==> src/rtl/pdm_pkg.sv <==
package pdm_pkg;

    // Which half of a pair the next valid pixel fills in dual-port mode.
    typedef enum logic {
        SLOT_A = 1'b0,
        SLOT_B = 1'b1
    } slot_e;

    // Control bits carried beside the two data words through the delay line.
    localparam int unsigned CTRL_BITS = 3;

endpackage

==> src/rtl/pdm_steer.sv <==
// Front stage: finds sync leading edges, latches the port mode and forms A/B pairs.
module pdm_steer
    import pdm_pkg::*;
#(
    parameter int PIX_W = 24
) (
    input  logic             clk,
    input  logic             rst,
    input  logic             in_valid,
    input  logic [PIX_W-1:0] in_data,
    input  logic             in_hsync,
    input  logic             dual_req,
    output logic             o_upd,
    output logic             o_bupd,
    output logic             o_dual,
    output logic [PIX_W-1:0] o_a,
    output logic [PIX_W-1:0] o_b
);

    typedef struct packed {
        slot_e            slot;
        logic             dual;
        logic             hs_last;
        logic [PIX_W-1:0] hold;
        logic             upd;
        logic             bupd;
        logic [PIX_W-1:0] a;
        logic [PIX_W-1:0] b;
    } steer_t;

    steer_t st_d, st_q;
    logic   lead;
    logic   mode;

    always_comb begin
        st_d      = st_q;
        st_d.upd  = 1'b0;
        st_d.bupd = 1'b0;
        lead      = in_valid && in_hsync && !st_q.hs_last;
        mode      = lead ? dual_req : st_q.dual;
        if (in_valid) begin
            st_d.hs_last = in_hsync;
            st_d.dual    = mode;
            if (!mode) begin
                // single-port: every pixel is its own update
                st_d.upd  = 1'b1;
                st_d.a    = in_data;
                st_d.slot = SLOT_A;
            end else if (lead || st_q.slot == SLOT_A) begin
                // start a pair; a waiting A is overwritten at a leading edge
                st_d.hold = in_data;
                st_d.slot = SLOT_B;
            end else begin
                st_d.upd  = 1'b1;
                st_d.bupd = 1'b1;
                st_d.a    = st_q.hold;
                st_d.b    = in_data;
                st_d.slot = SLOT_A;
            end
        end
    end

    always_ff @(posedge clk) begin
        if (rst) begin
            st_q <= '0;
        end else begin
            st_q <= st_d;
        end
    end

    assign o_upd  = st_q.upd;
    assign o_bupd = st_q.bupd;
    assign o_dual = st_q.dual;
    assign o_a    = st_q.a;
    assign o_b    = st_q.b;

endmodule

==> src/rtl/pdm_delay.sv <==
// Fixed-length register line that carries the steering result toward the ports.
module pdm_delay #(
    parameter int WIDTH = 8,
    parameter int DEPTH = 5
) (
    input  logic             clk,
    input  logic             rst,
    input  logic [WIDTH-1:0] din,
    output logic [WIDTH-1:0] dout
);

    generate
        if (DEPTH == 0) begin : g_wire
            assign dout = din;
        end else begin : g_line
            logic [WIDTH-1:0] line_d [DEPTH];
            logic [WIDTH-1:0] line_q [DEPTH];

            always_comb begin
                line_d[0] = din;
                for (int i = 1; i < DEPTH; i++) begin
                    line_d[i] = line_q[i-1];
                end
            end

            always_ff @(posedge clk) begin
                for (int i = 0; i < DEPTH; i++) begin
                    line_q[i] <= rst ? '0 : line_d[i];
                end
            end

            assign dout = line_q[DEPTH-1];
        end
    endgenerate

endmodule

==> src/rtl/pdm_outstage.sv <==
// Output registers: port words, port B enable and the half-rate latch clock.
module pdm_outstage #(
    parameter int PIX_W = 24
) (
    input  logic             clk,
    input  logic             rst,
    input  logic             i_upd,
    input  logic             i_bupd,
    input  logic             i_dual,
    input  logic [PIX_W-1:0] i_a,
    input  logic [PIX_W-1:0] i_b,
    output logic [PIX_W-1:0] o_a,
    output logic [PIX_W-1:0] o_b,
    output logic             o_oe,
    output logic             o_dclk
);

    typedef struct packed {
        logic [PIX_W-1:0] a;
        logic [PIX_W-1:0] b;
        logic             oe;
        logic             dclk;
    } out_t;

    out_t out_d, out_q;

    always_comb begin
        out_d = out_q;
        if (i_upd) begin
            out_d.a = i_a;
        end
        if (i_bupd) begin
            out_d.b = i_b;
        end
        out_d.oe   = i_dual;
        // low for the cycle of a data change, high the cycle after
        out_d.dclk = !i_upd;
    end

    always_ff @(posedge clk) begin
        if (rst) begin
            out_q <= '{a: '0, b: '0, oe: 1'b0, dclk: 1'b1};
        end else begin
            out_q <= out_d;
        end
    end

    assign o_a    = out_q.a;
    assign o_b    = out_q.b;
    assign o_oe   = out_q.oe;
    assign o_dclk = out_q.dclk;

endmodule

==> src/rtl/pix_demux.sv <==
module pix_demux
    import pdm_pkg::*;
#(
    parameter int PIX_W   = 24,
    parameter int LATENCY = 7
) (
    input  logic             clk,
    input  logic             rst,
    input  logic             pix_valid,
    input  logic [PIX_W-1:0] pix_data,
    input  logic             hsync,
    input  logic             dual_req,
    output logic [PIX_W-1:0] port_a,
    output logic [PIX_W-1:0] port_b,
    output logic             port_b_oe,
    output logic             data_clk
);

    // steering register and output register take two of the LATENCY edges
    localparam int DLY    = (LATENCY > 2) ? LATENCY - 2 : 0;
    localparam int LANE_W = int'(CTRL_BITS) + 2 * PIX_W;

    logic             s_upd, s_bupd, s_dual;
    logic [PIX_W-1:0] s_a, s_b;
    logic             d_upd, d_bupd, d_dual;
    logic [PIX_W-1:0] d_a, d_b;
    logic [LANE_W-1:0] lane_in, lane_out;
    logic             dclk_half;

    pdm_steer #(.PIX_W(PIX_W)) u_steer (
        .clk      (clk),
        .rst      (rst),
        .in_valid (pix_valid),
        .in_data  (pix_data),
        .in_hsync (hsync),
        .dual_req (dual_req),
        .o_upd    (s_upd),
        .o_bupd   (s_bupd),
        .o_dual   (s_dual),
        .o_a      (s_a),
        .o_b      (s_b)
    );

    assign lane_in = {s_upd, s_bupd, s_dual, s_a, s_b};

    pdm_delay #(.WIDTH(LANE_W), .DEPTH(DLY)) u_delay (
        .clk  (clk),
        .rst  (rst),
        .din  (lane_in),
        .dout (lane_out)
    );

    assign {d_upd, d_bupd, d_dual, d_a, d_b} = lane_out;

    pdm_outstage #(.PIX_W(PIX_W)) u_out (
        .clk    (clk),
        .rst    (rst),
        .i_upd  (d_upd),
        .i_bupd (d_bupd),
        .i_dual (d_dual),
        .i_a    (d_a),
        .i_b    (d_b),
        .o_a    (port_a),
        .o_b    (port_b),
        .o_oe   (port_b_oe),
        .o_dclk (dclk_half)
    );

    // full rate: inverted pixel clock rises mid-way between port A changes
    assign data_clk = port_b_oe ? dclk_half : ~clk;

endmodule

==> config.mk <==
export PLATFORM = sky130hd
export DESIGN_NAME = pix_demux
export DESIGN_NICKNAME = d
export VERILOG_FILES = /design/src/rtl/pdm_pkg.sv /design/src/rtl/pdm_steer.sv /design/src/rtl/pdm_delay.sv /design/src/rtl/pdm_outstage.sv /design/src/rtl/pix_demux.sv
export SDC_FILE = /design/constraint.sdc
export NUM_CORES = 1
export LEC_CHECK = 0
export ABC_AREA = 1
export CAP_MARGIN = 20
export CORE_UTILIZATION = 50
export DETAILED_ROUTE_END_ITERATION = 12
export GPL_ROUTABILITY_DRIVEN = 1
export PLACE_DENSITY = 0.69
export SYNTH_ARGS = -nofsm -noshare
export SYNTH_HDL_FRONTEND = slang
export SYNTH_SLANG_ARGS = --single-unit
==> constraint.sdc <==
create_clock -name clk -period 4.3 [get_ports clk]
set_clock_uncertainty 0.05 [all_clocks]
set_input_delay 0.86 -clock clk [delete_from_list [all_inputs] [get_ports clk]]
set_output_delay 0.86 -clock clk [all_outputs]
set_load 0.05 [all_outputs]
### Word-level counts from Yosys, hierarchy flattened

Memory sizes are Yosys's and may differ from the RTL's.
Index checks and enable logic that the tools add are counted.
Widths: inputs -> output; s select.

| storage, ports and cells | value |
|---|---|
| register bits | 127 |
| RAM bits | 255 |
| bits of input ports | 29 |
| output and inout bits | 50 |
| logic and storage cells | 41 |
| memories | 1 |

Memories:

| memory | depth | width | read ports | clocked after memory_dff | write ports | RTL line | source |
|---|---|---|---|---|---|---|---|
| u_delay.g_line.line_q | 5 | 51 | 5 | 0 | 5 | pdm_delay.sv:17 | `logic [WIDTH-1:0] line_q [DEPTH];` |

| operators by class | value |
|---|---|
| equality and inequality tests | 1 |
| mux-type cells | 12 |
| bitwise operators | 5 |
| reductions and logical operators | 10 |

Operators with widths:

| cell | count |
|---|---|
| $mux 51 | 5 |
| $mux 50 | 1 |
| $mux 24 | 1 |
| $reduce_and 3->1 | 2 |
| $mux 1 | 5 |
| $not 1->1 | 5 |
| $reduce_or 3->1 | 1 |
| $logic_and 1x1->1 | 2 |
| $logic_not 1->1 | 2 |
| $ne 2x2->1 const B | 1 |
| $reduce_and 2->1 | 1 |
| $reduce_or 2->1 | 1 |
| $logic_or 1x1->1 | 1 |

### Logic depth before layout (Yosys ltp)

| depth | value |
|---|---|
| depth after elaboration | 5 |
| depth in mapped cells | 9 |
| mapped depth without buffers | 8 |

### Cells and area by module

From an unflattened synthesis, not the netlist that was laid out.

| unflattened totals | value |
|---|---|
| cell total of the unflattened synthesis | 1,721 |
| area total of the unflattened synthesis | 13,387.8 um^2 |

By module, submodules not included:

| module | instances | cells an instance | area each (um^2) | seq. area each (um^2) |
|---|---|---|---|---|
| pdm_delay | 1 | 793 | 7,384.6 | 5,104.9 |
| pdm_steer | 1 | 617 | 3,985.1 | 1,541.5 |
| pdm_outstage | 1 | 309 | 2,009.4 | 1,001.0 |
| pix_demux | 1 | 2 | 8.8 | 0.0 |

==> impl_metrics.yaml <==
clocking:
  path_clk_slew_ns: 0.06
  post-cts-setup-buffers: 0
  cts_resized: 0
  cts_tree: "done"
  hold_buffers: 0
  clkLatencyLatePin_ns: 0.61
detailed_routing:
  viasPerCell: 4.328
  drcViolationCount: 0
  wl_per_cell_um: 10.74
  wl_mm: 19.67
  vias: 7924
  antenna_left: 0
  dr.pass1.iters: 6
  drt_iter0_markers: 514
sta:
  hold_ws_ns: 0.3391
  finalHoldViolations: 0
  setup_viol: 0
  worst-slew-pin-transition_ns: 0.9604
  rsz0062_at_grt: "false"
  setup_ws_ns: 0.4213
  tns_ns: 0
  final_max_slew_viol_count: 0
  max_slew_margin_pct: 35.89
yosys:
  synth_top_cell_area_share_pct: 63.79
  yosys_warnings: 0
  synth-main-ff-cell: "dfxtp_1"
  ys_seq_elements: 382
  synth.most_common_cell: "nor2_1"
  synth.largest_area_cell: "dfxtp_1"
  synth_common_cells: "nor2_1 (451), dfxtp_1 (382), inv_1 (262)"
  seq_area_frac_synth_pct: 63.79
  syn_inst: 1433
  syn_area_per_cell_um2: 8.365
  synth_edf_count: 0
  syn_area_um2: 11990
  synth_cell_type_count: 22
  syn-num-nets: 1462
  async_flop_share_pct: 0
  synth_area_leaders: "dfxtp_1 (64%), nor2_1 (14%), inv_1 (8.2%)"
setup_path:
  cp_data_arrival_time_ns: 2.97
  crit_top_cell: "clkbuf_16"
  startpoint: "clk"
  r2r_cells: 6
  cp_slowest_cell: "dlymetal6s2s_1"
  crit_chain: "clkbuf_16, clkbuf_16, o21ai_0, dlymetal6s2s_1"
  r2r_start: "u_steer.o_dual"
  critPathKind: "clk2out"
  critPathMaxFanout: 2
  max_stage_delay_ns: 0.43
  critPathLaunchType: "clock port"
  worstSetupEndpointType: "output port"
  cp.required_ns: 3.39
floorplanning:
  dieArea_um2: 24600
  core-area_um2: 23470
  fp.dieW_um: 156.8
  rows: 56
  io_pins: 79
  die-height_um: 156.8
  start_util_pct: 51.07
min_path:
  whs_path_depth: 2
  worstHoldStart: "u_delay.g_line.line_q[0][101]"
  holdCritPathClass: "reg2reg"
global_route:
  grt_max_degree: 189
  grtUsageTotal_pct: 16.95
  grt_pass1_vias: 7146
  grt_pass1_wl_mm: 33.82
  antenna_found_initial: 0
  gr-total-overflow: 0
power_and_ir_drop:
  finalPower_mw: 7.323
  ir_worst_vdd_mv: 0.2252
  leakage_nw: 6.142
  cellPowerDensity_nw_per_um2: 514.4
final_layout:
  nNetsFinal: 1516
  postLayoutCoreUtil_pct: 60.65
  drive_gt1_share_pct: 5.225
  area_delta_synth_final_pct: 18.75
  fill_cells: 2047
  n_antenna_cell: 0
placed_design:
  gp_congestion: 0.8275
  dp_slack_ns: 0.3042
  port_buffers: 78
  place_hpwl_mm: 12.29
run:
  maxCapViolCount: 0
outcome:
  outcome: "finished, final reports clean"
placed cells by master (no fill, tap or decap), drive strengths merged:
cell type / Yosys / layout
o21ai: 50 / 50
nand3: 26 / 26
buf: 29 / 8
a21oi: 51 / 51
bufinv: 0 / 4
dfxtp: 382 / 382
nand4: 26 / 26
clkinv: 1 / 8
nand2: 84 / 84
nand3b: 24 / 24
nor2: 453 / 453
clkbuf: 44 / 53
clkinvlp: 0 / 1
inv: 263 / 265
clkdlybuf4s50: 0 / 76
dlymetal6s2s: 0 / 1
routing by layer:
| metal | GRT usage (%) | vias to the layer above | part of all wire, % |
|---|---|---|---|
| met5 | 0 | - | 0 |
| met4 | 5.556 | 0 | 1.8 |
| met2 | 27.01 | 147 | 44 |
| met3 | 3.849 | 36 | 4.5 |
| met1 | 22.69 | 3398 | 49 |
| li1 | - | 4343 | - |
through the flow:
stage	cell area (um2)	cells
global placement	12920	1764
finish	14230	1831
detailed placement	12920	1764
floorplan	11990	1433
CTS	14230	1831
global route	14230	1831
sequential cells by signal, indices dropped and copies added, names as in the netlist, 24 cells and up:
signal,count
u_steer.st_q,26
u_out.o_a,24
u_delay.g_line.line_q,255
u_steer.o_a,24
u_out.o_b,24
u_steer.o_b,24
kinds of logic after synthesis:
logic type | count (synthesis) | share of synthesized area [%]
AO/OA/AOI/OAI | 101 | 4.248
AND/OR/NAND/NOR | 613 | 21.10
flip-flops | 382 | 63.79
buffers and inverters | 337 | 10.85
layout make-up:
type	count	area, um2	share of cell area [%]
well taps	319	399.1	2.804
clock buffers	54	1145	8.043
clock inverters	14	176.4	1.239
repair buffers	84	837.1	5.880
multi-input cells	714	3039	21.35
flip-flops and latches	382	7647	53.72
inverters	264	991.0	6.961
worst max-delay path, delay by kind of cell:
| kind | cells | cell delay, ns |
|---|---|---|
| compound gates | 1 | 0.13 |
| buf+inv | 3 | 0.68 |
report_power, final:
group          internal (mW)  total, mW  switching [mW]
logic                 0.0931      0.277           0.184
registers               3.62       3.65          0.0299
clock network           2.10       3.40            1.30
path summary, 6_finish.rpt:
check / endpoint / slack (ns)
worst max-delay path: data_clk / 0.42
worst min-delay path: u_delay.g_line.line_q[0][152] / 0.34
worst max register to register: u_steer.st_q[54] / 1.45
worst min register to register: u_delay.g_line.line_q[0][152] / 0.34
No activity file was read; power rests on OpenSTA's default activity.
